[src/rtl/rxf_pkg.sv]
// Shared constants, types and the byte-wide CRC step for the receive
// destination address filter. Assumes byte-addressed 16-bit registers.
package rxf_pkg;

    localparam int unsigned DA_BYTES = 6;
    localparam int unsigned REG_W    = 16;
    localparam int unsigned CFG_AW   = 12;

    localparam logic [31:0] CRC_POLY = 32'hEDB88320;

    // Register addresses: offsets that software relies on
    localparam logic [CFG_AW-1:0] A_RXCTL   = 12'h30C;
    localparam logic [CFG_AW-1:0] A_STA_HI  = 12'h320; // bytes 0-1, lower addresses follow
    localparam logic [CFG_AW-1:0] A_HASH_G0 = 12'h34C; // group 0, higher groups at lower addresses

    localparam int unsigned CTL_EN_BIT      = 0;
    localparam int unsigned CTL_PROMISC_BIT = 6;
    localparam int unsigned CTL_HASH_BIT    = 11;

    typedef struct packed {
        logic en;
        logic promisc;
        logic hash_en;
    } rx_ctl_t;

    // One byte of a reflected CRC-32, least significant bit first
    function automatic logic [31:0] crc_byte(input logic [31:0] c, input logic [7:0] b);
        logic [31:0] r;
        r = c ^ {24'd0, b};
        for (int i = 0; i < 8; i++) begin
            r = r[0] ? ((r >> 1) ^ CRC_POLY) : (r >> 1);
        end
        return r;
    endfunction

endpackage

[src/rtl/rxf_cfg_regs.sv]
// Configuration storage: receive control bits, station address words and
// hash table groups. Writes only; unmatched addresses are ignored.
module rxf_cfg_regs
    import rxf_pkg::*;
#(
    parameter int unsigned HASH_GROUPS = 4,
    parameter int unsigned TBL_W       = HASH_GROUPS * REG_W
) (
    input  logic                    clk,
    input  logic                    rst_n,
    input  logic                    wr_en,
    input  logic [CFG_AW-1:0]       wr_addr,
    input  logic [REG_W-1:0]        wr_data,
    output rx_ctl_t                 ctl,
    output logic [DA_BYTES*8-1:0]   station,
    output logic [TBL_W-1:0]        hash_tbl
);

    localparam int unsigned STA_REGS = DA_BYTES * 8 / REG_W;

    logic [STA_REGS-1:0][REG_W-1:0]    sta_q;
    logic [HASH_GROUPS-1:0][REG_W-1:0] hsh_q;

    // Receive control bits
    always_ff @(posedge clk) begin
        if (!rst_n) begin
            ctl <= '0;
        end else if (wr_en && wr_addr == A_RXCTL) begin
            ctl.en      <= wr_data[CTL_EN_BIT];
            ctl.promisc <= wr_data[CTL_PROMISC_BIT];
            ctl.hash_en <= wr_data[CTL_HASH_BIT];
        end
    end

    // Station address words, word w at A_STA_HI - 4*w
    always_ff @(posedge clk) begin
        if (!rst_n) begin
            sta_q <= '0;
        end else begin
            for (int w = 0; w < STA_REGS; w++) begin
                if (wr_en && wr_addr == A_STA_HI - CFG_AW'(4 * w)) begin
                    sta_q[w] <= wr_data;
                end
            end
        end
    end

    // Hash table groups, group g at A_HASH_G0 - 4*g
    always_ff @(posedge clk) begin
        if (!rst_n) begin
            hsh_q <= '0;
        end else begin
            for (int g = 0; g < HASH_GROUPS; g++) begin
                if (wr_en && wr_addr == A_HASH_G0 - CFG_AW'(4 * g)) begin
                    hsh_q[g] <= wr_data;
                end
            end
        end
    end

    // Word 0 carries the earliest address bytes at the top of station
    for (genvar w = 0; w < STA_REGS; w++) begin : g_sta
        assign station[DA_BYTES*8-1-REG_W*w -: REG_W] = sta_q[w];
    end

    assign hash_tbl = hsh_q;

endmodule

[src/rtl/rxf_da_capture.sv]
// Tracks frame position, gathers the destination address and runs the CRC
// over it. Assumes bytes outside a frame (no prior start marker) are noise.
module rxf_da_capture
    import rxf_pkg::*;
#(
    parameter int unsigned MIN_FRAME = 60,
    parameter int unsigned IDX_W     = 6,
    parameter int unsigned LW        = $clog2(MIN_FRAME + 1)
) (
    input  logic                  clk,
    input  logic                  rst_n,
    input  logic                  byte_vld,
    input  logic                  byte_sof,
    input  logic                  byte_eof,
    input  logic [7:0]            byte_data,
    output logic                  da_last,
    output logic                  past_da,
    output logic                  frame_end,
    output logic [LW-1:0]         len_now,
    output logic [DA_BYTES*8-1:0] da_now,
    output logic [IDX_W-1:0]      hash_idx
);

    logic                      in_frame;
    logic                      take;
    logic [LW-1:0]             cnt;
    logic [LW-1:0]             pos;
    logic [DA_BYTES*8-9:0]     da_q;
    logic [31:0]               crc_q;
    logic [31:0]               crc_now;

    assign take      = byte_vld && (byte_sof || in_frame);
    assign pos       = byte_sof ? '0 : cnt;
    assign da_last   = take && (pos == LW'(DA_BYTES - 1));
    assign past_da   = take && (pos >= LW'(DA_BYTES));
    assign frame_end = take && byte_eof;
    assign len_now   = (pos >= LW'(MIN_FRAME)) ? LW'(MIN_FRAME) : pos + 1'b1;
    assign crc_now   = crc_byte(byte_sof ? 32'hFFFF_FFFF : crc_q, byte_data);
    assign da_now    = {da_q, byte_data};
    assign hash_idx  = crc_now[31 -: IDX_W];

    // Frame position, address shift register and CRC state
    always_ff @(posedge clk) begin
        if (!rst_n) begin
            in_frame <= 1'b0;
            cnt      <= '0;
            da_q     <= '0;
            crc_q    <= '0;
        end else if (take) begin
            in_frame <= !byte_eof;
            cnt      <= len_now;
            if (pos < LW'(DA_BYTES - 1)) begin
                da_q  <= {da_q[DA_BYTES*8-17:0], byte_data};
                crc_q <= crc_now;
            end
        end
    end

    // a start marker restarts the count at one byte
    a_r10_sof_restart: assert property (@(posedge clk) disable iff (!rst_n)
        (byte_vld && byte_sof) |=> (cnt == LW'(1)));

endmodule

[src/rtl/rxf_match.sv]
// Accept decision for a complete destination address. Pure combinational;
// priority: disabled, promiscuous, station, broadcast, hash lookup.
module rxf_match
    import rxf_pkg::*;
#(
    parameter int unsigned IDX_W = 6,
    parameter int unsigned TBL_W = 64
) (
    input  rx_ctl_t               ctl,
    input  logic [DA_BYTES*8-1:0] station,
    input  logic [DA_BYTES*8-1:0] da,
    input  logic [TBL_W-1:0]      hash_tbl,
    input  logic [IDX_W-1:0]      hash_idx,
    output logic                  accept
);

    // Ordered match chain
    always_comb begin
        if (!ctl.en)                 accept = 1'b0;
        else if (ctl.promisc)        accept = 1'b1;
        else if (da == station)      accept = 1'b1;
        else if (&da)                accept = 1'b1;
        else if (ctl.hash_en)        accept = hash_tbl[hash_idx];
        else                         accept = 1'b0;
    end

endmodule

[src/rtl/rx_da_filter.sv]
// Receive destination address filter top: registers the verdict one cycle
// after the sixth byte and reports the zero padding for accepted frames.
// Assumes one byte per valid cycle and a synchronous active-low reset.
module rx_da_filter
    import rxf_pkg::*;
#(
    parameter int unsigned MIN_FRAME   = 60,
    parameter int unsigned HASH_GROUPS = 4
) (
    input  logic                           clk,
    input  logic                           rst_n,
    input  logic                           cfg_wr,
    input  logic [CFG_AW-1:0]              cfg_addr,
    input  logic [REG_W-1:0]               cfg_wdata,
    input  logic                           rx_vld,
    input  logic                           rx_sof,
    input  logic                           rx_eof,
    input  logic [7:0]                     rx_byte,
    output logic                           verdict_valid,
    output logic                           verdict_accept,
    output logic                           pad_valid,
    output logic [$clog2(MIN_FRAME+1)-1:0] pad_len
);

    localparam int unsigned LW    = $clog2(MIN_FRAME + 1);
    localparam int unsigned TBL_W = HASH_GROUPS * REG_W;
    localparam int unsigned IDX_W = $clog2(TBL_W);

    rx_ctl_t               ctl;
    logic [DA_BYTES*8-1:0] station;
    logic [TBL_W-1:0]      hash_tbl;
    logic                  da_last;
    logic                  past_da;
    logic                  frame_end;
    logic [LW-1:0]         len_now;
    logic [DA_BYTES*8-1:0] da_now;
    logic [IDX_W-1:0]      hash_idx;
    logic                  accept_now;
    logic                  frame_acc;
    logic                  pad_fire;

    rxf_cfg_regs #(.HASH_GROUPS(HASH_GROUPS), .TBL_W(TBL_W)) i_regs (
        .clk(clk), .rst_n(rst_n), .wr_en(cfg_wr), .wr_addr(cfg_addr),
        .wr_data(cfg_wdata), .ctl(ctl), .station(station), .hash_tbl(hash_tbl)
    );

    rxf_da_capture #(.MIN_FRAME(MIN_FRAME), .IDX_W(IDX_W), .LW(LW)) i_cap (
        .clk(clk), .rst_n(rst_n), .byte_vld(rx_vld), .byte_sof(rx_sof),
        .byte_eof(rx_eof), .byte_data(rx_byte), .da_last(da_last),
        .past_da(past_da), .frame_end(frame_end), .len_now(len_now),
        .da_now(da_now), .hash_idx(hash_idx)
    );

    rxf_match #(.IDX_W(IDX_W), .TBL_W(TBL_W)) i_match (
        .ctl(ctl), .station(station), .da(da_now), .hash_tbl(hash_tbl),
        .hash_idx(hash_idx), .accept(accept_now)
    );

    assign pad_fire = frame_end && ((da_last && accept_now) || (past_da && frame_acc));

    // Verdict, remembered acceptance and pad report registers
    always_ff @(posedge clk) begin
        if (!rst_n) begin
            verdict_valid  <= 1'b0;
            verdict_accept <= 1'b0;
            frame_acc      <= 1'b0;
            pad_valid      <= 1'b0;
            pad_len        <= '0;
        end else begin
            verdict_valid  <= da_last;
            verdict_accept <= da_last && accept_now;
            if (da_last) frame_acc <= accept_now;
            pad_valid      <= pad_fire;
            pad_len        <= pad_fire ? LW'(MIN_FRAME) - len_now : '0;
        end
    end

    // disabled receiver drops
    a_r2_disabled_drop: assert property (@(posedge clk) disable iff (!rst_n)
        (da_last && !ctl.en) |=> (verdict_valid && !verdict_accept));

    // promiscuous accepts
    a_r3_promisc_accept: assert property (@(posedge clk) disable iff (!rst_n)
        (da_last && ctl.en && ctl.promisc) |=> (verdict_valid && verdict_accept));

    // station match accepts
    a_r4_station_accept: assert property (@(posedge clk) disable iff (!rst_n)
        (da_last && ctl.en && da_now == station) |=> verdict_accept);

    // broadcast accepts
    a_r5_bcast_accept: assert property (@(posedge clk) disable iff (!rst_n)
        (da_last && ctl.en && (&da_now)) |=> verdict_accept);

    // verdict strobe lasts one cycle
    a_r8_single_pulse: assert property (@(posedge clk) disable iff (!rst_n)
        verdict_valid |=> !verdict_valid);

    // pad never exceeds minimum minus address bytes
    a_r9_pad_range: assert property (@(posedge clk) disable iff (!rst_n)
        pad_valid |-> (pad_len <= LW'(MIN_FRAME - DA_BYTES)));

    // a dropped frame ends without a pad report
    a_r9_no_pad_on_drop: assert property (@(posedge clk) disable iff (!rst_n)
        (frame_end && past_da && !frame_acc) |=> !pad_valid);

endmodule

[config.mk]
export PLATFORM = sky130hd
export DESIGN_NAME = rx_da_filter
export DESIGN_NICKNAME = d
export VERILOG_FILES = /design/src/rtl/rxf_pkg.sv /design/src/rtl/rxf_cfg_regs.sv /design/src/rtl/rxf_da_capture.sv /design/src/rtl/rxf_match.sv /design/src/rtl/rx_da_filter.sv
export SDC_FILE = /design/constraint.sdc
export NUM_CORES = 1
export LEC_CHECK = 0
export BUFFER_PORTS_ARGS = -buffer_cell sky130_fd_sc_hd__buf_2
export CAP_MARGIN = 20
export CORE_MARGIN = 4
export CORE_UTILIZATION = 24
export CTS_CLUSTER_DIAMETER = 100
export DETAILED_ROUTE_END_ITERATION = 10
export PLACE_DENSITY = 0.39
export SLEW_MARGIN = 20
export SYNTH_ARGS = -nofsm -noshare
export SYNTH_HDL_FRONTEND = slang
export SYNTH_HIERARCHICAL = 1
export SYNTH_SLANG_ARGS = --single-unit
[constraint.sdc]
create_clock -name clk -period 7.5 [get_ports clk]
set_clock_uncertainty 0.05 [all_clocks]
set_input_delay 0.375 -clock clk [delete_from_list [all_inputs] [get_ports clk]]
set_output_delay 0.375 -clock clk [all_outputs]
set_load 0.02 [all_outputs]
==> Yosys cells after proc, flatten, opt, wreduce, memory -nomap -nowiden <==
Cells that the tools add are included.
{ "word_totals": {"wordCells": 83, "input_bits": 42, "ff_bits": 204, "output_inout_bits": 9} }
{ "classes": {"n_reduce_logical": 21, "n_eq_ne": 10, "mux": 18, "magnitude_cmp": 4, "add_sub_neg": 2, "bitwise": 9} }
{ "op_table": {"columns": ["operator", "count"], "rows": [
  ["32-bit 2-to-1 mux", 9],
  ["13-bit NOT with 14-bit output", 8],
  ["12-bit by 10-bit == test with 1-bit output, second input constant", 8],
  ["48-bit == test", 1],
  ["48-bit AND reduction", 1],
  ["32-bit by 8-bit XOR with 32-bit output", 1],
  ["1-bit logical AND", 15],
  ["6-bit 2-to-1 mux", 2],
  ["6-bit by 7-bit < comparator with 1-bit output, second input constant", 1],
  ["6-bit by 1-bit adder with 6-bit output, second input constant", 1],
  ["1-bit binary-select mux with 6-bit select", 1],
  ["6-bit by 3-bit == test with 1-bit output, second input constant", 1],
  ["6-bit by 3-bit >= comparator with 1-bit output, second input constant", 1],
  ["6-bit >= comparator, second input constant", 1],
  ["6-bit by 3-bit < comparator with 1-bit output, second input constant", 1],
  ["1-bit 2-to-1 mux", 6],
  ["6-bit subtractor, first input constant", 1],
  ["2-bit AND reduction", 2],
  ["1-bit logical OR", 2],
  ["1-bit logical NOT", 1]
]} }

==> Longest topological paths before layout <==
{ "depth": {"ltp_word": 29, "ltp_mapped": 18, "mapped_depth_nobuf": 14} }

==> Hierarchy <==
The synthesis kept the hierarchy.
{ "by_module_without_submodules": {"columns": ["module", "cells_per_inst", "n_inst", "seq_area_each_um2", "area_per_inst_um2"], "rows": [
  ["rxf_da_capture", 513, 1, 1581.5, 4317.9],
  ["rxf_cfg_regs", 414, 1, 2302.2, 4040.1],
  ["rxf_match", 130, 1, 0.0, 1209.9],
  ["rx_da_filter", 33, 1, 200.2, 374.1]
]} }

==> Worst setup path before layout <==
No wires, ideal clock.
{ "synth_path": {"path_type": "input to register", "start": "in rx_byte[3]", "end": "reg pad_len[1]", "required_ns": 7.337, "path_buffers": 3, "path_stages": 16, "setup_slack_ns": 3.668, "setup_ns": 0.113, "arrival_ns": 3.669, "cell_sequence": "clkbuf_1 > xor2_1 > xnor2_2 > xor2_1 > xnor2_1 > buf_4 > buf_2 > mux4_2 > mux2_2 > or3_1 > nand4_1 > a41oi_1 > a22o_4 > nand3_4 > inv_2 > and2_4"} }
{ "synth_between": {"elab_chain_cells": 23, "word_cells_on_any_way": 26, "classes_between": "eq/ne (1); mux (15); bitwise (5); reduce/logical (5)"} }
{ "synth_lines": {"columns": ["item", "line", "text"], "rows": [
  ["start: declaration", "rx_da_filter.sv:18", "input logic [7:0] rx_byte,"],
  ["32-bit by 8-bit XOR with 32-bit output (*)", "rxf_pkg.sv:29", "r = c ^ {24'd0, b};"],
  ["32-bit 2-to-1 mux (*) (4 in a row)", "rxf_pkg.sv:31", "r = r[0] ? ((r >> 1) ^ CRC_POLY) : (r >> 1);"],
  ["13-bit NOT with 14-bit output (no source line)", null, null],
  ["32-bit 2-to-1 mux (*) (2 in a row)", "rxf_pkg.sv:31", null],
  ["13-bit NOT with 14-bit output (no source line)", null, null],
  ["32-bit 2-to-1 mux (*)", "rxf_pkg.sv:31", null],
  ["13-bit NOT with 14-bit output (no source line)", null, null],
  ["32-bit 2-to-1 mux (*)", "rxf_pkg.sv:31", null],
  ["named net i_cap.crc_now[26]", "rxf_da_capture.sv:30", "logic [31:0] crc_now;"],
  ["(+4 left out)", null, null],
  ["1-bit 2-to-1 mux (*)", "rxf_match.sv:21", "else if (da == station) accept = 1'b1;"],
  ["1-bit 2-to-1 mux (*)", "rxf_match.sv:20", "else if (ctl.promisc) accept = 1'b1;"],
  ["1-bit 2-to-1 mux (*)", "rxf_match.sv:19", "if (!ctl.en) accept = 1'b0;"],
  ["named net accept_now", "rx_da_filter.sv:38", "logic accept_now;"],
  ["1-bit logical AND (*)", "rx_da_filter.sv:59", "assign pad_fire = frame_end && ((da_last && accept_now) || (past_da && frame_acc));"],
  ["1-bit logical OR (*)", "rx_da_filter.sv:59", null],
  ["1-bit logical AND (*)", "rx_da_filter.sv:59", null],
  ["2-bit AND reduction (no source line) (*)", null, null],
  ["end signal: assignment", "rx_da_filter.sv:74", "pad_len <= pad_fire ? LW'(MIN_FRAME) - len_now : '0;"],
  ["end: declaration", "rx_da_filter.sv:22", "output logic [$clog2(MIN_FRAME+1)-1:0] pad_len"]
]} }
Mark *: on every way through the listed nets, which the timed path passes. The rest lies on a longest branch. The select of a mux whose other input is x is not followed.
A chain may end at the register's enable or synchronous reset.

==> Worst setup path in the final report <==
{ "layout_path": {"start": "reg i_cap.crc_q[0]", "end": "reg pad_len[1]"} }
{ "layout_between": {"elab_chain_cells": 22} }
{ "layout_lines": {"columns": ["item", "line", "text"], "rows": [
  ["start: declaration", "rxf_da_capture.sv:29", "logic [31:0] crc_q;"],
  ["start signal: assignment", "rxf_da_capture.sv:54", "crc_q <= crc_now;"],
  ["32-bit 2-to-1 mux (*)", "rxf_da_capture.sv:38", "assign crc_now = crc_byte(byte_sof ? 32'hFFFF_FFFF : crc_q, byte_data);"],
  ["32-bit by 8-bit XOR with 32-bit output (*)", "rxf_pkg.sv:29", null],
  ["32-bit 2-to-1 mux (*) (7 in a row)", "rxf_pkg.sv:31", null],
  ["13-bit NOT with 14-bit output (no source line)", null, null],
  ["32-bit 2-to-1 mux (*)", "rxf_pkg.sv:31", null],
  ["named net hash_idx[0]", "rx_da_filter.sv:37", "logic [IDX_W-1:0] hash_idx;"],
  ["1-bit binary-select mux with 6-bit select (*)", "rxf_match.sv:23", "else if (ctl.hash_en) accept = hash_tbl[hash_idx];"],
  ["1-bit 2-to-1 mux (implied by the code) (*)", "rxf_match.sv:23", null],
  ["(+2 left out)", null, null],
  ["1-bit 2-to-1 mux (*)", "rxf_match.sv:21", null],
  ["1-bit 2-to-1 mux (*)", "rxf_match.sv:20", null],
  ["1-bit 2-to-1 mux (*)", "rxf_match.sv:19", null],
  ["named net accept_now", "rx_da_filter.sv:38", null],
  ["1-bit logical AND (*)", "rx_da_filter.sv:59", null],
  ["1-bit logical OR (*)", "rx_da_filter.sv:59", null],
  ["1-bit logical AND (*)", "rx_da_filter.sv:59", null],
  ["2-bit AND reduction (no source line) (*)", null, null]
]} }
Marked as above.

==> impl_results.md <==
- Outcome: completed
- Leakage: approximately 4.1 nW
- Clock transition at path regs: 0.06 ns
- Final setup fails: 0
- Fin util: 27.8%
- Wire length on met1: 14.8 mm
- Fin nets: 1140
- Hold Violations, Final: 0
- Clock root buffer master: clkbuf_16
- Top-area cell type share of the netlist area: 41.1%
- Post-DR vias/cell: 4.50
- Routed WL per cell: 17.9 microns
- Initial Util: 24.3%
- Die width: 212 microns
- Initial DRT Pass Iterations: 4
- Remaining antenna violation count: 0
- I/O Pins: 51
- Vias after detailed routing: 7402
- Metal3 WL: 1.08 mm
- Die span in y: 212 microns
- Crit-path max FO: 15
- Startpoint types: flop
- Critical path class: flop to flop
- CTS Buf Count: 26
- H-tree depth: 1
- Post-synthesis cell type count: 65
- Register bit count reported by yosys: 204
- Power per cell area: 262 mW/mm^2
- Post-Place Cell Area: approximately 0.011 sq mm
- Remaining DRCs: 0
- Vias in the first global route: 7205
- Layout cells sized above 1: 13.9%
- Fin crit share: 57.9%
- Post-synthesis sequential area ratio: slightly above 40%
- Synth Warn #: 6
- Clk buf depth: 3
- Top post-synthesis cells by area: dfxtp_1, xnor2_1, nand2_1
- Initial antenna violation count: 0
- Resize count post-CTS: 0
- Largest area contributor in the synthesized netlist: dfxtp_1
- CP max stage cell: dfxtp_1
- Cts hold-fix bufs: 0
- Met2 Wirelength: 13.1 mm
- Crit-path max cell delay: 0.59 ns
- Grt ovf: 0
- Top routing layer in use: met4
- Min-Delay Path Class: input pin to flop
- Skew-Pair Late Insertion Delay: 0.55 ns
- Minimum clock period: 4.34 ns
- Most common cell on crit path: xnor2_2
- Pre-CTS setup slack: 2.61 ns
- Die Area: 0.0447 sq mm
- Worst Path Required: 7.88 ns
- Final Max Slew Viols: 0
- Least-Margin Pin Slew: 1.00 ns
- GRT Resource Usage Total: about an eighth
- Mean Syn Cell Area: 9.12 sq um
- Crit path cell chain: xnor2_2 > nor2_4 > xnor2_4 > xor2_1 > xnor2_2 > buf_4 > mux4_2 > mux2_2 > or3_1 > nand4_1 > a41oi_1 > a22o_4 > nand3_4 > inv_2 > and2_4
- Postcts setup bufs: 0
- VDD IR max: 0.140 mV
- # rows: 74
- Largest net degree at the start of global routing: 86
- Critical Path End Type: flop
- Synthesized net count: 1137
- First-pass GRT wire length: between 40 and 50 mm
- Core box area: 0.0409 sq mm
- Most frequent cell after synthesis: dfxtp_1
- Final wirelength: between 20 and 30 mm
- Final Cell Area: 0.0114 sq mm
- Hpwl dp: 19.7 mm
- Setup TNS: 0 ns
- Crit path DAT: 4.72 ns
- Synth cell count leaders: dfxtp_1, nand2_1, xnor2_1, nand3_1, o21ai_0
- Total power: 0.00299 W
- Max-Cap Viols: 0
- # clock sinks: 204
- Relative slew slack: 33.1%
- Max Fclk: 230 MHz
- Number of enable flip-flop cells after synthesis: 0
- Mapped cell area: 0.00994 sq mm
- Final WS setup: about 3.2 ns
- Top FF cell, synth: dfxtp_1
- Synth async-reset ratio: 0%
- RSZ-0062 raised after global routing: false
- Drt initial violations: 361
- Gp weighted congestion: 0.745
- Syn Inst Count: 1090
- CTS tree: done
- Number of port buffers: 50
- Area Growth Syn to Fin: 14.5%
- Reg-to-reg slack, setup: ~3.2 ns
## placed cells by master (no fill, tap or decap), types with 8 or more instances in the layout
master,count
nand3_1,74
buf_4,13
clkbuf_8,9
xnor3_1,10
clkbuf_16,26
nand2_1,187
xnor2_2,8
xor2_1,12
nor2_1,61
mux4_2,11
xnor2_1,104
a21oi_1,59
nand4_1,31
a211oi_1,10
o21ai_0,73
nor3_1,8
mux2i_1,52
buf_2,49
dfxtp_1,204
## cell families after synthesis
logic type	count (synthesis)	synth area share (%)
multiplexers	71	9.09
buffers and inverters	96	4.85
AO/OA/AOI/OAI	166	9.39
AND/OR/NAND/NOR	407	19.4
adder cells (fa/ha/maj)	5	0.629
flip-flops	204	41.1
XOR/XNOR	141	15.6
## critical path: cells and delay by family, from the launching register on
kind	cells	cell delay (ns)
compound gates	2	0.64
xor+xnor	4	1.06
buf+inv	2	0.34
flops	1	0.59
mux	2	0.81
simple gates	5	0.73
## through the flow
step | hold WS (ns) | instances
after floorplan | 0.382 | 1090
after global placement | 0.393 | 1597
after detailed placement | 0.401 | 1597
after CTS | 0.0799 | 1645
after global routing | 0.0934 | 1645
final | 0.115 | 1646
## sequential cells by signal (all words and copies together) (netlist names), 3 cells and up
| name | count |
|---|---|
| i_regs/ctl | 3 |
| pad_len | 6 |
| i_cap/da_q | 40 |
| i_regs/station | 48 |
| i_cap/cnt | 6 |
| i_regs/hash_tbl | 64 |
| i_cap/crc_q | 32 |
## final cells by class
cell class	count	area [sq um]
well taps	532	666
fillers	4388	29500
repair buffers	62	343
multi-input cells	790	5400
clock buffers	40	793
clock inverters	8	60.1
flip-flops and latches	204	4080
diodes	1	2.50
inverters	9	35.0
## final timing paths
path              startpoint              end  depth (start not counted)
max           i_cap/crc_q[0]       pad_len[1]                         15
min               rx_byte[6]    i_cap/da_q[6]                          3
min reg2reg  i_cap/crc_q[15]  i_cap/crc_q[15]                          2
max reg2reg   i_cap/crc_q[0]       pad_len[1]                         15
## power by group
part	internal, W	switching (W)	total (W)
clock network	0.000729	0.000501	0.00123
registers	0.00111	0.0000315	0.00115
logic	0.000275	0.000335	0.000610
total	0.00212	0.000868	0.00299
## routing by layer
metal  GRT usage (%)  vias up
met5               0        -
met4            2.62        0
met3            1.88       26
met2            19.9      107
met1            19.4     3524
li1                -     3745
Note: power is estimated with default switching activity, not from simulation.
